`src/rtl/irq_prio_pkg.sv`:
```
package irq_prio_pkg;
  // Bit shift that turns a line number into a byte offset for a table of
  // handler addresses whose entries are ENTRY_BYTES wide.
  function automatic int entry_shift(input int entry_bytes);
    int s;
    s = 0;
    while ((1 << s) < entry_bytes) s++;
    return s;
  endfunction
endpackage

```
`src/rtl/irq_sync.sv`:
```
module irq_sync #(
  parameter int WIDTH  = 8,
  parameter int STAGES = 2
) (
  input  logic             clk,
  input  logic             rst,
  input  logic [WIDTH-1:0] d_n,
  output logic [WIDTH-1:0] q_n
);
  logic [WIDTH-1:0] stage [STAGES];

  // Stages reset to all ones, which means no request is pending.
  genvar g;
  generate
    for (g = 0; g < STAGES; g++) begin : g_stage
      if (g == 0) begin : g_first
        always_ff @(posedge clk) begin
          if (rst) stage[g] <= '1;
          else     stage[g] <= d_n;
        end
      end else begin : g_next
        always_ff @(posedge clk) begin
          if (rst) stage[g] <= '1;
          else     stage[g] <= stage[g-1];
        end
      end
    end
  endgenerate

  assign q_n = stage[STAGES-1];
endmodule

```
`src/rtl/irq_prio_enc.sv`:
```
module irq_prio_enc #(
  parameter int NUM_REQ = 8,
  parameter int IDX_W   = $clog2(NUM_REQ)
) (
  input  logic [NUM_REQ-1:0] act_n,
  output logic [IDX_W-1:0]   win_idx,
  output logic               any_act
);
  // The scan runs from the top index down, so the lowest active index is
  // the last one written and therefore wins.
  always_comb begin
    win_idx = '0;
    any_act = 1'b0;
    for (int i = NUM_REQ - 1; i >= 0; i--) begin
      if (!act_n[i]) begin
        win_idx = IDX_W'(i);
        any_act = 1'b1;
      end
    end
  end
endmodule

```
`src/rtl/irq_port_latch.sv`:
```
module irq_port_latch #(
  parameter int IDX_W  = 3,
  parameter int DATA_W = 8,
  parameter int SHIFT  = 1
) (
  input  logic              clk,
  input  logic              rst,
  input  logic              phi2,
  input  logic [IDX_W-1:0]  idx_in,
  input  logic              sel,
  input  logic              rd,
  output logic [DATA_W-1:0] rdata
);
  localparam int TOP = IDX_W + SHIFT;

  logic             phi2_q;
  logic [IDX_W-1:0] held;
  logic             cap;

  assign cap = phi2 && !phi2_q;

  always_ff @(posedge clk) begin
    if (rst) begin
      phi2_q <= 1'b0;
      held   <= '0;
    end else begin
      phi2_q <= phi2;
      if (cap) held <= idx_in;
    end
  end

  logic [DATA_W-1:0] word;
  always_comb begin
    word = '0;
    word[TOP-1:SHIFT] = held;
  end

  assign rdata = (sel && rd) ? word : '0;
endmodule

```
`src/rtl/irq_prio_port.sv`:
```
module irq_prio_port #(
  parameter int NUM_REQ     = 8,
  parameter int DATA_W      = 8,
  parameter int ENTRY_BYTES = 2,
  parameter int SYNC_STAGES = 2
) (
  input  logic               clk,
  input  logic               rst,
  input  logic [NUM_REQ-1:0] req_n,
  input  logic               phi2,
  input  logic               sel,
  input  logic               rd,
  output logic [DATA_W-1:0]  rdata,
  output logic               irq_n
);
  localparam int IDX_W = $clog2(NUM_REQ);
  localparam int SHIFT = irq_prio_pkg::entry_shift(ENTRY_BYTES);

  logic [NUM_REQ-1:0] req_sync_n;
  logic [IDX_W-1:0]   win_idx;
  logic               any_act;

  irq_sync #(.WIDTH(NUM_REQ), .STAGES(SYNC_STAGES)) u_sync (
    .clk (clk),
    .rst (rst),
    .d_n (req_n),
    .q_n (req_sync_n)
  );

  irq_prio_enc #(.NUM_REQ(NUM_REQ), .IDX_W(IDX_W)) u_enc (
    .act_n   (req_sync_n),
    .win_idx (win_idx),
    .any_act (any_act)
  );

  irq_port_latch #(.IDX_W(IDX_W), .DATA_W(DATA_W), .SHIFT(SHIFT)) u_latch (
    .clk    (clk),
    .rst    (rst),
    .phi2   (phi2),
    .idx_in (win_idx),
    .sel    (sel),
    .rd     (rd),
    .rdata  (rdata)
  );

  // Driven only from the synchronizer flops.
  assign irq_n = !any_act;
endmodule

```
`config.mk`:
```
export PLATFORM = sky130hd
export DESIGN_NAME = irq_prio_port
export DESIGN_NICKNAME = d
export VERILOG_FILES = /design/src/rtl/irq_prio_pkg.sv /design/src/rtl/irq_sync.sv /design/src/rtl/irq_prio_enc.sv /design/src/rtl/irq_port_latch.sv /design/src/rtl/irq_prio_port.sv
export SDC_FILE = /design/constraint.sdc
export NUM_CORES = 1
export LEC_CHECK = 0
export ABC_CLOCK_PERIOD_IN_PS = 1000
export BUFFER_PORTS_ARGS = -buffer_cell sky130_fd_sc_hd__buf_2
export CORE_MARGIN = 5
export CORE_UTILIZATION = 25
export DETAILED_ROUTE_END_ITERATION = 8
export GPL_TIMING_DRIVEN = 1
export PLACE_DENSITY = 0.49
export SYNTH_ARGS = -nofsm -noshare
export SYNTH_HDL_FRONTEND = slang
export SYNTH_SLANG_ARGS = --single-unit
```
`constraint.sdc`:
```
create_clock -name clk -period 1 [get_ports clk]
set_clock_uncertainty 0.2 [all_clocks]
set_input_delay 0.05 -clock clk [delete_from_list [all_inputs] [get_ports clk]]
set_output_delay 0.05 -clock clk [all_outputs]
set_load 0.01 [all_outputs]
```
* Word level (Yosys, flattened, before mapping)
Memories as Yosys holds them, arrays and structs flattened.
Cells that the tools add are included.
** Storage, ports and cells
- Logic and storage cells :: 31
- Memories kept :: 1
- Input bits :: 13
- Register bits after elaboration :: 4
- Output and inout bits :: 9
- Bits in writable memories :: 16
** Memories
- u_sync.stage :: depth 2, width 8, read ports 2, clocked after Yosys merged registers in 0, wr ports 2, line irq_sync.sv:10 : logic [WIDTH-1:0] stage [STAGES];
** Operators by class
- Bitwise operators :: 2
- Reductions and logical operators :: 4
- Muxes and demuxes :: 22
** Operators with widths (number)
- 3-bit two-way mux :: 8
- 8-bit two-way mux :: 2
- 1-bit two-way mux :: 11
- 4-bit two-way mux :: 1
- 1-bit logical AND :: 2
- 1-bit logical NOT :: 2
- 1-bit bitwise OR :: 2

* Logic depth before layout (Yosys ltp)
Gate-level depths: netlist (run 1).
An unclocked memory read counts as a cell.
- Depth in word-level cells :: 10
- Mapped depth :: 3
- Gate-level depth less buffers :: 3

* By module
A second synthesis (run 1) with hierarchy kept.
** Second synthesis, totals
- Cells, all modules :: 72
- Area total of the unflattened synthesis :: 752.0 µm²
** Modules (own cells, without submodules)
- irq_sync :: cells an instance 33, area an instance 431.7 µm², sequential area each 320.3 µm², instances 1
- irq_port_latch :: cells an instance 24, area an instance 239.0 µm², sequential area each 80.1 µm², instances 1
- irq_prio_enc :: cells an instance 14, area an instance 77.6 µm², sequential area each 0.0 µm², instances 1
- irq_prio_port :: cells an instance 1, area an instance 3.8 µm², sequential area each 0.0 µm², instances 1

* Worst setup path before layout (run 1)
Ideal clock, no wire load.
- Path kind :: reg2reg
- From :: memory u_sync.stage[1][6]
- To :: register u_latch.held[0]
- Path slack :: -0.052 ns
- Required time :: 0.709 ns
- Cell stages (with the launch flop) :: 4
- Data arrival time :: 0.761 ns
- Buffers on the path :: 0
- Period minus slack after synthesis :: 1.052 ns
- Library setup time :: 0.091 ns
- Cell sequence :: dfxtp_1 nor2b_1 o2111ai_1 a311oi_1
** RTL lines
- start, declared :: line irq_sync.sv:10
- end signal, assigned :: line irq_port_latch.sv:28 : if (cap) held <= idx_in;
- end, declared :: line irq_port_latch.sv:17 : logic [IDX_W-1:0] held;

==> results of run 1 <==
[flip-flops by register name, summed over array words and instances, names as in the netlist]
name            count
u_latch.held        3
u_latch.phi2_q      1
u_sync.stage       16
[cell type report]
type                            count  share of cell area
Clock inverter                      1              0.0288
Tap cell                           31              0.0372
Sequential cell                    20               0.397
Multi-Input combinational cell     46               0.289
Timing Repair Buffer               31               0.226
Clock buffer                        3              0.0216
[worst reg2reg max path, cell delays in order, from the launching register on]
cell,delay [ps]
dfxtp_2,330
buf_4,130
buf_6,110
nand2b_1,70
o2111ai_2,130
a311oi_2,200
[per-layer routing]
| metal | share of wire | global-route usage | vias to the layer above |
|---|---|---|---|
| li1 | - | - | 279 |
| met1 | 0.42 | 0.0668 | 237 |
| met2 | 0.47 | 0.106 | 20 |
| met3 | 0.11 | 0.0355 | 0 |
| met4 | 0 | 0.00796 | 0 |
| met5 | 0 | 0 | - |
[metrics by stage]
step           hold WS [ps]   util
2_1_floorplan         -51.5      -
3_3_place_gp           31.9  0.293
3_5_place_dp           34.5  0.293
4_1_cts               -66.1  0.361
5_1_grt               -36.6  0.381
6_report              -68.7  0.381
[cells in the final DEF (no fill, tap or decap), types with 2 or more instances in the layout]
cell,count
buf_2,14
dlygate4sd3_1,9
dfxtp_2,11
nand2_1,4
nand4_1,2
nand2b_1,3
nor2_1,2
nand3b_1,2
nor2b_1,2
and3_4,2
buf_6,4
buf_4,4
conb_1,5
or2_2,16
dfxtp_1,9
clkbuf_4,3
[how the worst min path moves through the flow]
stage                   from            endpoint  slack, ps  cells after the start
floorplan                rst     u_latch.held[1]        -50                      1
global placement    req_n[2]  u_sync.stage[0][2]         30                      2
detailed placement  req_n[3]  u_sync.stage[0][3]         30                      2
CTS                      rst     u_latch.held[2]        -70                      2
global route             rst     u_latch.held[2]        -40                      2
finish                   rst     u_latch.held[0]        -70                      2
[what timing repair did]
item | 4_1_cts | 5_1_grt
hold buffers | 9 | 1
endpoints found under the hold margin | 12 | 4
pin swaps | 5 | 2
cloned | 0 | 0
resized for setup | 12 | 8
setup buffers | 3 | 2
endpoints found under the setup margin | 7 | 7
[power breakdown]
| group | total [mW] | internal [mW] | switching [mW] |
|---|---|---|---|
| combinational | 0.182 | 0.108 | 0.0739 |
| sequential | 0.856 | 0.840 | 0.0166 |
| clock | 0.640 | 0.405 | 0.235 |
| total | 1.68 | 1.35 | 0.325 |
[cell families after synthesis]
logic type,share of synthesized area
AOI/OAI and AO/OA,0.0638
buffers and inverters,0.0656
DFF,0.567
other,0.00531
and+or+nand+nor,0.298
==> run metrics, run 1 <==
GR Overflow Total=0; drt first pass iters=3; pre-CTS WS=-97.7 ps; CP max-delay cell=dfxtp_2; Seq. cell area=~410 sq um; CTS sink count=20; Max Fclk=just under 800 MHz; Post-Syn Area=about 710 sq um; share of post-route cells with drive strength above 1=0.594; dpl cell area=802 sq um; Nets=about 120; Crit Path Class=flip-flop to output port; area grow syn2layout=47.7%; Port Buffer Count=16; Post-synth EDFFs=0; top cells by count, synth=dfxtp_1, or2_2, buf_4, nand2_1; status=finished, violations left; 1st-iter DRT viols=9; post-synthesis sequential area ratio=0.567; Final ANT Viol Nets=0; min cycle time layout=between 1000 and 1500 ps; Max Cap Viol=0; Yosys top cell by area=dfxtp_1; worst reg2reg setup slack=-250 ps; Root Driver=clkbuf_4; clk slew on worst S/H paths=between 100 and 150 ps; Fill cells=283; DR DRC count=0; Unique masters post-synth=18; crit-path cells=nand4_1 > nor2_1 > buf_2; Crit. End Element=output port; Buf+Inv Stages, Crit Path=1; vias in the first global route=500; largest stage delay on the critical path=360 ps; drt wl/cell=9.65 microns; synth warn=0; number of buffers on the longest clock path=2; Critical R2R Launch=u_sync.stage[1][3]; Worst path depth=3; Detailed Place HPWL=about 800 microns; Final period util=1.29; top-count cell post-synth=dfxtp_1; failing checks=negative hold slack, negative setup slack; CTS tree=done; global-route wire length before repair=about 2.0 mm; Tot Pwr=between 1.5 and 2 mW; Synth async-reset ratio=0; Placed Cells=114; Initial Util=0.258; Final Hold Vio Count=4; worst reg2reg endpoint=u_latch.held[0]; Hold WS=-68.7 ps; final wirelength=between 1 and 1.5 mm; area of the multi-input gates=~300 sq um; Post-Layout Inst Area=~1000 sq um; Die Y=63.1 microns; Worst EP required=about 750 ps; Post-Layout Cell Count=132; antenna violations before repair=0; Largest delay share family, worst path=flip-flops; Critical Path Fanout Max=3; Worst-Skew Late Latency=between 200 and 300 ps; Die W=about 63 microns; Die ar.=about 4000 sq um; setup TNS=-1180 ps; Main synth FF type=dfxtp_1; Synth area leaders=dfxtp_1, or2_2, buf_4; I/O pin count=22; Startpoint Class=flip-flop; Placer Congestion=0.706; # diodes=0; # setup viols final=7; vias per inst=between 4 and 5; Slew Limit Fails=0; Synth Area per Inst=10.2 sq um; Critical path destination=irq_n; pwr/cell area=roughly 1600 nW/um^2; Hold Crit Class=input port to flip-flop; # H-tree levels=1; Leak Pwr=approximately 0.46 nW; CP Launch Point=u_sync.stage[1][7]; largest net degree at the start of global routing=22; post-synth top area share=0.567; Crit path arrival time=1040 ps; VDD IR max=between 0.001 and 0.0015 V; Yosys reg bits=20; unrepaired setup endpoints after global routing=true; R2R depth=5; TritonCTS Buffers=3; vias after detailed routing=536; Post-Synthesis Cells=69; Total Routing Usage GR=0.0617; Core Footprint=between 2000 and 3000 sq um; # rows=19; final setup margin=-294 ps
(Power assumes the default switching activity.)
==> run 2, diff against run 1 <==
--- a/config.mk
+++ b/config.mk
@@ -12,6 +12,7 @@
 export DETAILED_ROUTE_END_ITERATION = 8
 export GPL_TIMING_DRIVEN = 1
 export PLACE_DENSITY = 0.49
+export REMOVE_ABC_BUFFERS = 1
 export SYNTH_ARGS = -nofsm -noshare
 export SYNTH_HDL_FRONTEND = slang
 export SYNTH_SLANG_ARGS = --single-unit
==> run metrics, run 2 (synthesis results as in run 1) <==
setup TNS=-1100 ps (+81.7 ps); Placed Cells=113 (-0.88%); Placer Congestion=0.670 (-5.1%); most frequent cells in the layout=or2_2, buf_2, dfxtp_2; # diodes=0 (unchanged); Largest delay share family, worst path=flip-flops; CP max-delay cell=dfxtp_2; I/O pin count=22 (unchanged); area grow syn2layout=45.2%; Post-Layout Cell Count=134 (+1.5%); Die W=63.1 microns (unchanged); Critical path destination=irq_n; final wirelength=1.25 mm (-2.0%); Hold WS=-73.3 ps (-4.56 ps); status=finished, violations left; Nets=118 (+2.6%); Crit. End Element=output port; Crit Path Class=flip-flop to output port; Critical R2R Launch=u_sync.stage[1][7]; Total Routing Usage GR=0.0668 (+0.00508); Fill cells=275 (-2.8%); leading cell type in the layout, fill and taps excluded=or2_2; GR Overflow Total=0 (unchanged); worst reg2reg endpoint=u_latch.held[0]; Critical Path Fanout Max=3 (unchanged); Port Buffer Count=16 (unchanged); Root Driver=clkbuf_4; R2R depth=4 (-1); Tot Pwr=1.40 mW (-17%); failing checks=negative hold slack, negative setup slack; Die Y=63.1 microns (unchanged); number of buffers on the longest clock path=2 (unchanged); # rows=19 (unchanged); drt wl/cell=9.32 microns (-3.4%); Largest regs=u_sync.stage: 16 flops, u_latch.held: 3 flops, u_latch.phi2_q: 1 flops; share of post-route cells with drive strength above 1=0.583 (-0.0115); worst reg2reg setup slack=-240 ps (about the same); vias in the first global route=542 (+8.4%); CTS sink count=20 (unchanged); min cycle time layout=1260 ps (-30.9 ps); Leak Pwr=0.462 nW (+0.22%); Max Cap Viol=0 (unchanged); # H-tree levels=1 (unchanged); drt first pass iters=4 (+1); CP Launch Point=u_sync.stage[1][1]; largest net degree at the start of global routing=22 (unchanged); Worst-Skew Late Latency=280 ps (about the same); DR DRC count=0 (unchanged); number of flip-flops in the largest register=16 (unchanged); 1st-iter DRT viols=2 (-7); VDD IR max=0.000739 V (-43%); CTS tree=done; Worst EP required=750 ps (about the same); Core Footprint=2730 sq um (unchanged); Initial Util=0.258 (unchanged); vias per inst=3.96 (-2.6%); Startpoint Class=flip-flop; antenna violations before repair=0 (unchanged); TritonCTS Buffers=3 (unchanged); Slew Limit Fails=0 (unchanged); unrepaired setup endpoints after global routing=true; Worst path depth=3 (unchanged); Final Hold Vio Count=3 (-1); largest register by flop count=u_sync.stage; Final ANT Viol Nets=0 (unchanged); Buf+Inv Stages, Crit Path=1 (unchanged); final setup margin=-263 ps (+30.9 ps); Crit path arrival time=1010 ps (-30 ps); crit-path cells=nand4_1 > nor2_1 > buf_2; Max Fclk=792 MHz (+2.4%); vias after detailed routing=530 (-1.1%); pwr/cell area=1360 nW/um^2 (-15%); # setup viols final=7 (unchanged); global-route wire length before repair=2.14 mm (+6.9%); Die ar.=3990 sq um (unchanged); clk slew on worst S/H paths=100 ps (about the same); Final period util=1.26 (-0.0309); largest stage delay on the critical path=340 ps (-20 ps); Hold Crit Class=input port to flip-flop
-- run 2: changes by cell type in the layout (fill, tap and decap cells not counted), sizes merged --
| cell | before | now |
|---|---|---|
| bufinv | 1 | 0 |
| buf | 22 | 25 |
-- run 2: worst min-delay path by stage --
stage	startpoint	to	slack, ps	cells past startpoint
finish	rst	u_latch.held[2]	-70	2
global route	rst	u_latch.phi2_q	-50	2
CTS	rst	u_latch.phi2_q	-80	2
detailed placement	req_n[5]	u_sync.stage[0][5]	40	2
global placement	req_n[4]	u_sync.stage[0][4]	30	2
floorplan	rst	u_latch.held[2]	-80	1
-- run 2: where the power goes --
part           internal, mW  switching (mW)
Combinational         0.114          0.0730
Sequential            0.840          0.0162
Clock                 0.140           0.213
-- run 2: stage by stage --
stage	setup WS (ps)	hold WS (ps)	util	instance area (sq um)
4_1_cts	-277	-84.6	0.356	972
3_5_place_dp	-142	35.3	0.290	793
2_1_floorplan	-51.6	-80.9	-	674
6_report	-263	-73.3	0.375	1020
5_1_grt	-348	-45.5	0.375	1020
3_3_place_gp	-81.1	31.6	0.290	793
-- run 2: area by class of cell --
type / instances / area, sq um / area share
clock buffers: 3 / 22.5 / 0.0220
multi-input cells: 46 / 295 / 0.288
flip-flops and latches: 20 / 414 / 0.404
well taps: 31 / 38.8 / 0.0379
repair buffers: 34 / 254 / 0.248
-- run 2: layer usage --
layer,wire length (microns),GRT usage,vias up
met3,108,0.0213,0
met2,624,0.115,19
li1,-,-,286
met5,0,0,-
met1,516,0.0698,225
met4,0,0.0398,0
-- run 2: repair_timing --
item                                   4_1_cts  5_1_grt
pin swaps                                    5        3
gates resized for setup                     11        8
buffers inserted                             7        3
hold buffers                                 9        1
setup endpoints to repair                    7        7
endpoints found under the hold margin       12        4
==> run 3, diff against run 2 <==
--- a/config.mk
+++ b/config.mk
@@ -5,13 +5,13 @@
 export SDC_FILE = /design/constraint.sdc
 export NUM_CORES = 1
 export LEC_CHECK = 0
-export ABC_CLOCK_PERIOD_IN_PS = 1000
+export ABC_CLOCK_PERIOD_IN_PS = 1210
 export BUFFER_PORTS_ARGS = -buffer_cell sky130_fd_sc_hd__buf_2
 export CORE_MARGIN = 5
 export CORE_UTILIZATION = 25
 export DETAILED_ROUTE_END_ITERATION = 8
 export GPL_TIMING_DRIVEN = 1
-export PLACE_DENSITY = 0.49
+export PLACE_DENSITY = 0.48
 export REMOVE_ABC_BUFFERS = 1
 export SYNTH_ARGS = -nofsm -noshare
 export SYNTH_HDL_FRONTEND = slang
==> constraint.sdc (replaced) <==
create_clock -name clk -period 1.21 [get_ports clk]
set_clock_uncertainty 0.2 [all_clocks]
set_input_delay 0.0605 -clock clk [delete_from_list [all_inputs] [get_ports clk]]
set_output_delay 0.0605 -clock clk [all_outputs]
set_load 0.01 [all_outputs]
==> run metrics, run 3 (synthesis results as in run 1) <==
status=finished, violations left; failing checks=negative setup slack; # setup viols final=2 (-5); Worst-Skew Late Latency=290 ps (about the same); CTS sink count=20 (unchanged); CP max-delay cell=dfxtp_2; TritonCTS Buffers=3 (unchanged); Slew Limit Fails=0 (unchanged); Hold Crit Class=input port to flip-flop; Final ANT Viol Nets=0 (unchanged); share of post-route cells with drive strength above 1=0.534 (-0.0485); # rows=19 (unchanged); pwr/cell area=1370 nW/um^2 (+0.29%); GR Overflow Total=0 (unchanged); antenna violations before repair=0 (unchanged); internal power=1.12 mW (+2.1%); Post-Layout Cell Count=134 (unchanged); largest net degree at the start of global routing=22 (unchanged); vias per inst=4.07 (+2.8%); Crit path arrival time=1040 ps (+30 ps); final wirelength=1.27 mm (+1.5%); largest register by flop count=u_sync.stage; drt first pass iters=2 (-2); # diodes=0 (unchanged); Placer Congestion=0.676 (+0.78%); Total Routing Usage GR=0.0687 (+0.00185); min cycle time layout=about 1300 ps; vias in the first global route=550 (+1.5%); DR DRC count=0 (unchanged); Reg power frac=0.509 (-0.104); Placed Cells=113 (unchanged); Final Hold Vio Count=0 (-3); I/O pin count=22 (unchanged); Startpoint Class=flip-flop; # H-tree levels=1 (unchanged); final setup margin=-94.0 ps (+169 ps); Largest regs=u_sync.stage: 16 flops, u_latch.held: 3 flops, u_latch.phi2_q: 1 flops; Die ar.=3990 sq um (unchanged); Crit Path Class=flip-flop to output port; final design utilization=0.371 (-0.00366); drt wl/cell=9.46 microns (+1.5%); Crit. End Element=output port; 1st-iter DRT viols=3 (+1); vias after detailed routing=545 (+2.8%); sw power=0.269 mW (-11%); VDD IR max=0.000677 V (-8.4%); Final period util=1.08; Nets=117 (-0.85%); crit-path cells=nand4_1 > nor2_1 > buf_2; clk slew on worst S/H paths=110 ps (about the same); Combinational Power Share=0.107 (-0.027); Worst EP required=950 ps (+200 ps); Core Footprint=2730 sq um (unchanged); Max Cap Viol=0 (unchanged); Critical Path Fanout Max=3 (unchanged); Initial Util=0.258 (unchanged); Post-Layout Inst Area=1010 sq um (-0.98%); Port Buffer Count=16 (unchanged); Die W=63.1 microns (unchanged); Clock power frac=0.384 (+0.131); area grow syn2layout=43.8%; number of flip-flops in the largest register=16 (unchanged); number of buffers on the longest clock path=2 (unchanged); Leak Pwr=0.466 nW (+0.74%); Fill cells=267 (-2.9%); Die Y=63.1 microns (unchanged); global-route wire length before repair=2.27 mm (+6.1%); CTS tree=done; most frequent cells in the layout=or2_2, buf_2, dlygate4sd3_1, dfxtp_2, dfxtp_1; Root Driver=clkbuf_4; unrepaired setup endpoints after global routing=true; largest stage delay on the critical path=360 ps (+20 ps); dpl cell area=793 sq um (unchanged); Tot Pwr=1.39 mW (-0.68%); net switching fraction of the power=0.194 (-0.0223); Max Fclk=roughly 770 MHz
## run 3: cell count changes in the layout (fill, tap and decap cells not counted), sizes merged
| cell | before | now |
|---|---|---|
| dlygate4sd3 | 9 | 10 |
| bufinv | 0 | 1 |
| buf | 25 | 23 |
## run 3: area by class of cell
type / count / area [sq um] / area share
clock buffers: 3 / 22.5 / 0.0222
clock inverters: 1 / 30.0 / 0.0296
multi-input cells: 46 / 278 / 0.274
flip-flops and latches: 20 / 413 / 0.407
well taps: 31 / 38.8 / 0.0382
repair buffers: 33 / 233 / 0.229
## run 3: stage by stage
| stage | setup slack [ps] | hold WS (ps) | setup TNS (ps) |
|---|---|---|---|
| CTS | -93.4 | 0.228 | -109 |
| global route | -161 | 16.4 | -336 |
| detailed placement | 74.0 | 45.0 | 0 |
| floorplan | 158 | -70.4 | 0 |
| global placement | 128 | 42.4 | 0 |
| finish | -94.0 | 1.15 | -109 |
## run 3: repair_timing
item                                   in CTS  in global routing
hold buffers                               10                  0
setup endpoints to repair                   1                  4
pin swaps                                   3                  2
setup buffers                               6                  1
endpoints found under the hold margin      12                  0
resized for setup                           8                  3
## run 3: power by group through the flow
stage	registers [mW]	logic, mW	clock network (mW)
finish	0.706	0.148	0.532
global placement	0.719	0.0991	0
detailed placement	0.721	0.102	0
global route	0.710	0.166	0.574
floorplan	0.716	0.0622	0
CTS	0.705	0.142	0.546
## run 3: path summary, 6_finish.rpt
check | from | end | slack [ps] | cells after the start
worst max-delay path | u_sync.stage[1][6] | irq_n | -90 | 3
worst min-delay path | phi2 | u_latch.held[0] | 1 | 4
worst max register to register | u_sync.stage[1][7] | u_latch.held[0] | -20 | 4
worst min register to register | u_sync.stage[0][6] | u_sync.stage[1][6] | 220 | 1
## run 3: critical path, delay by kind of cell (launching register included)
kind / cells / cell delay [ps]
buffers and inverters: 1 / 140
flip-flops: 1 / 360
AND/OR/NAND/NOR: 2 / 250
## run 3: layer usage
metal	up-vias	part of all wire	global-route usage
met2	15	0.51	0.122
met5	-	0	0
met4	0	0	0.0345
li1	285	-	-
met1	245	0.41	0.0709
met3	0	0.077	0.0231
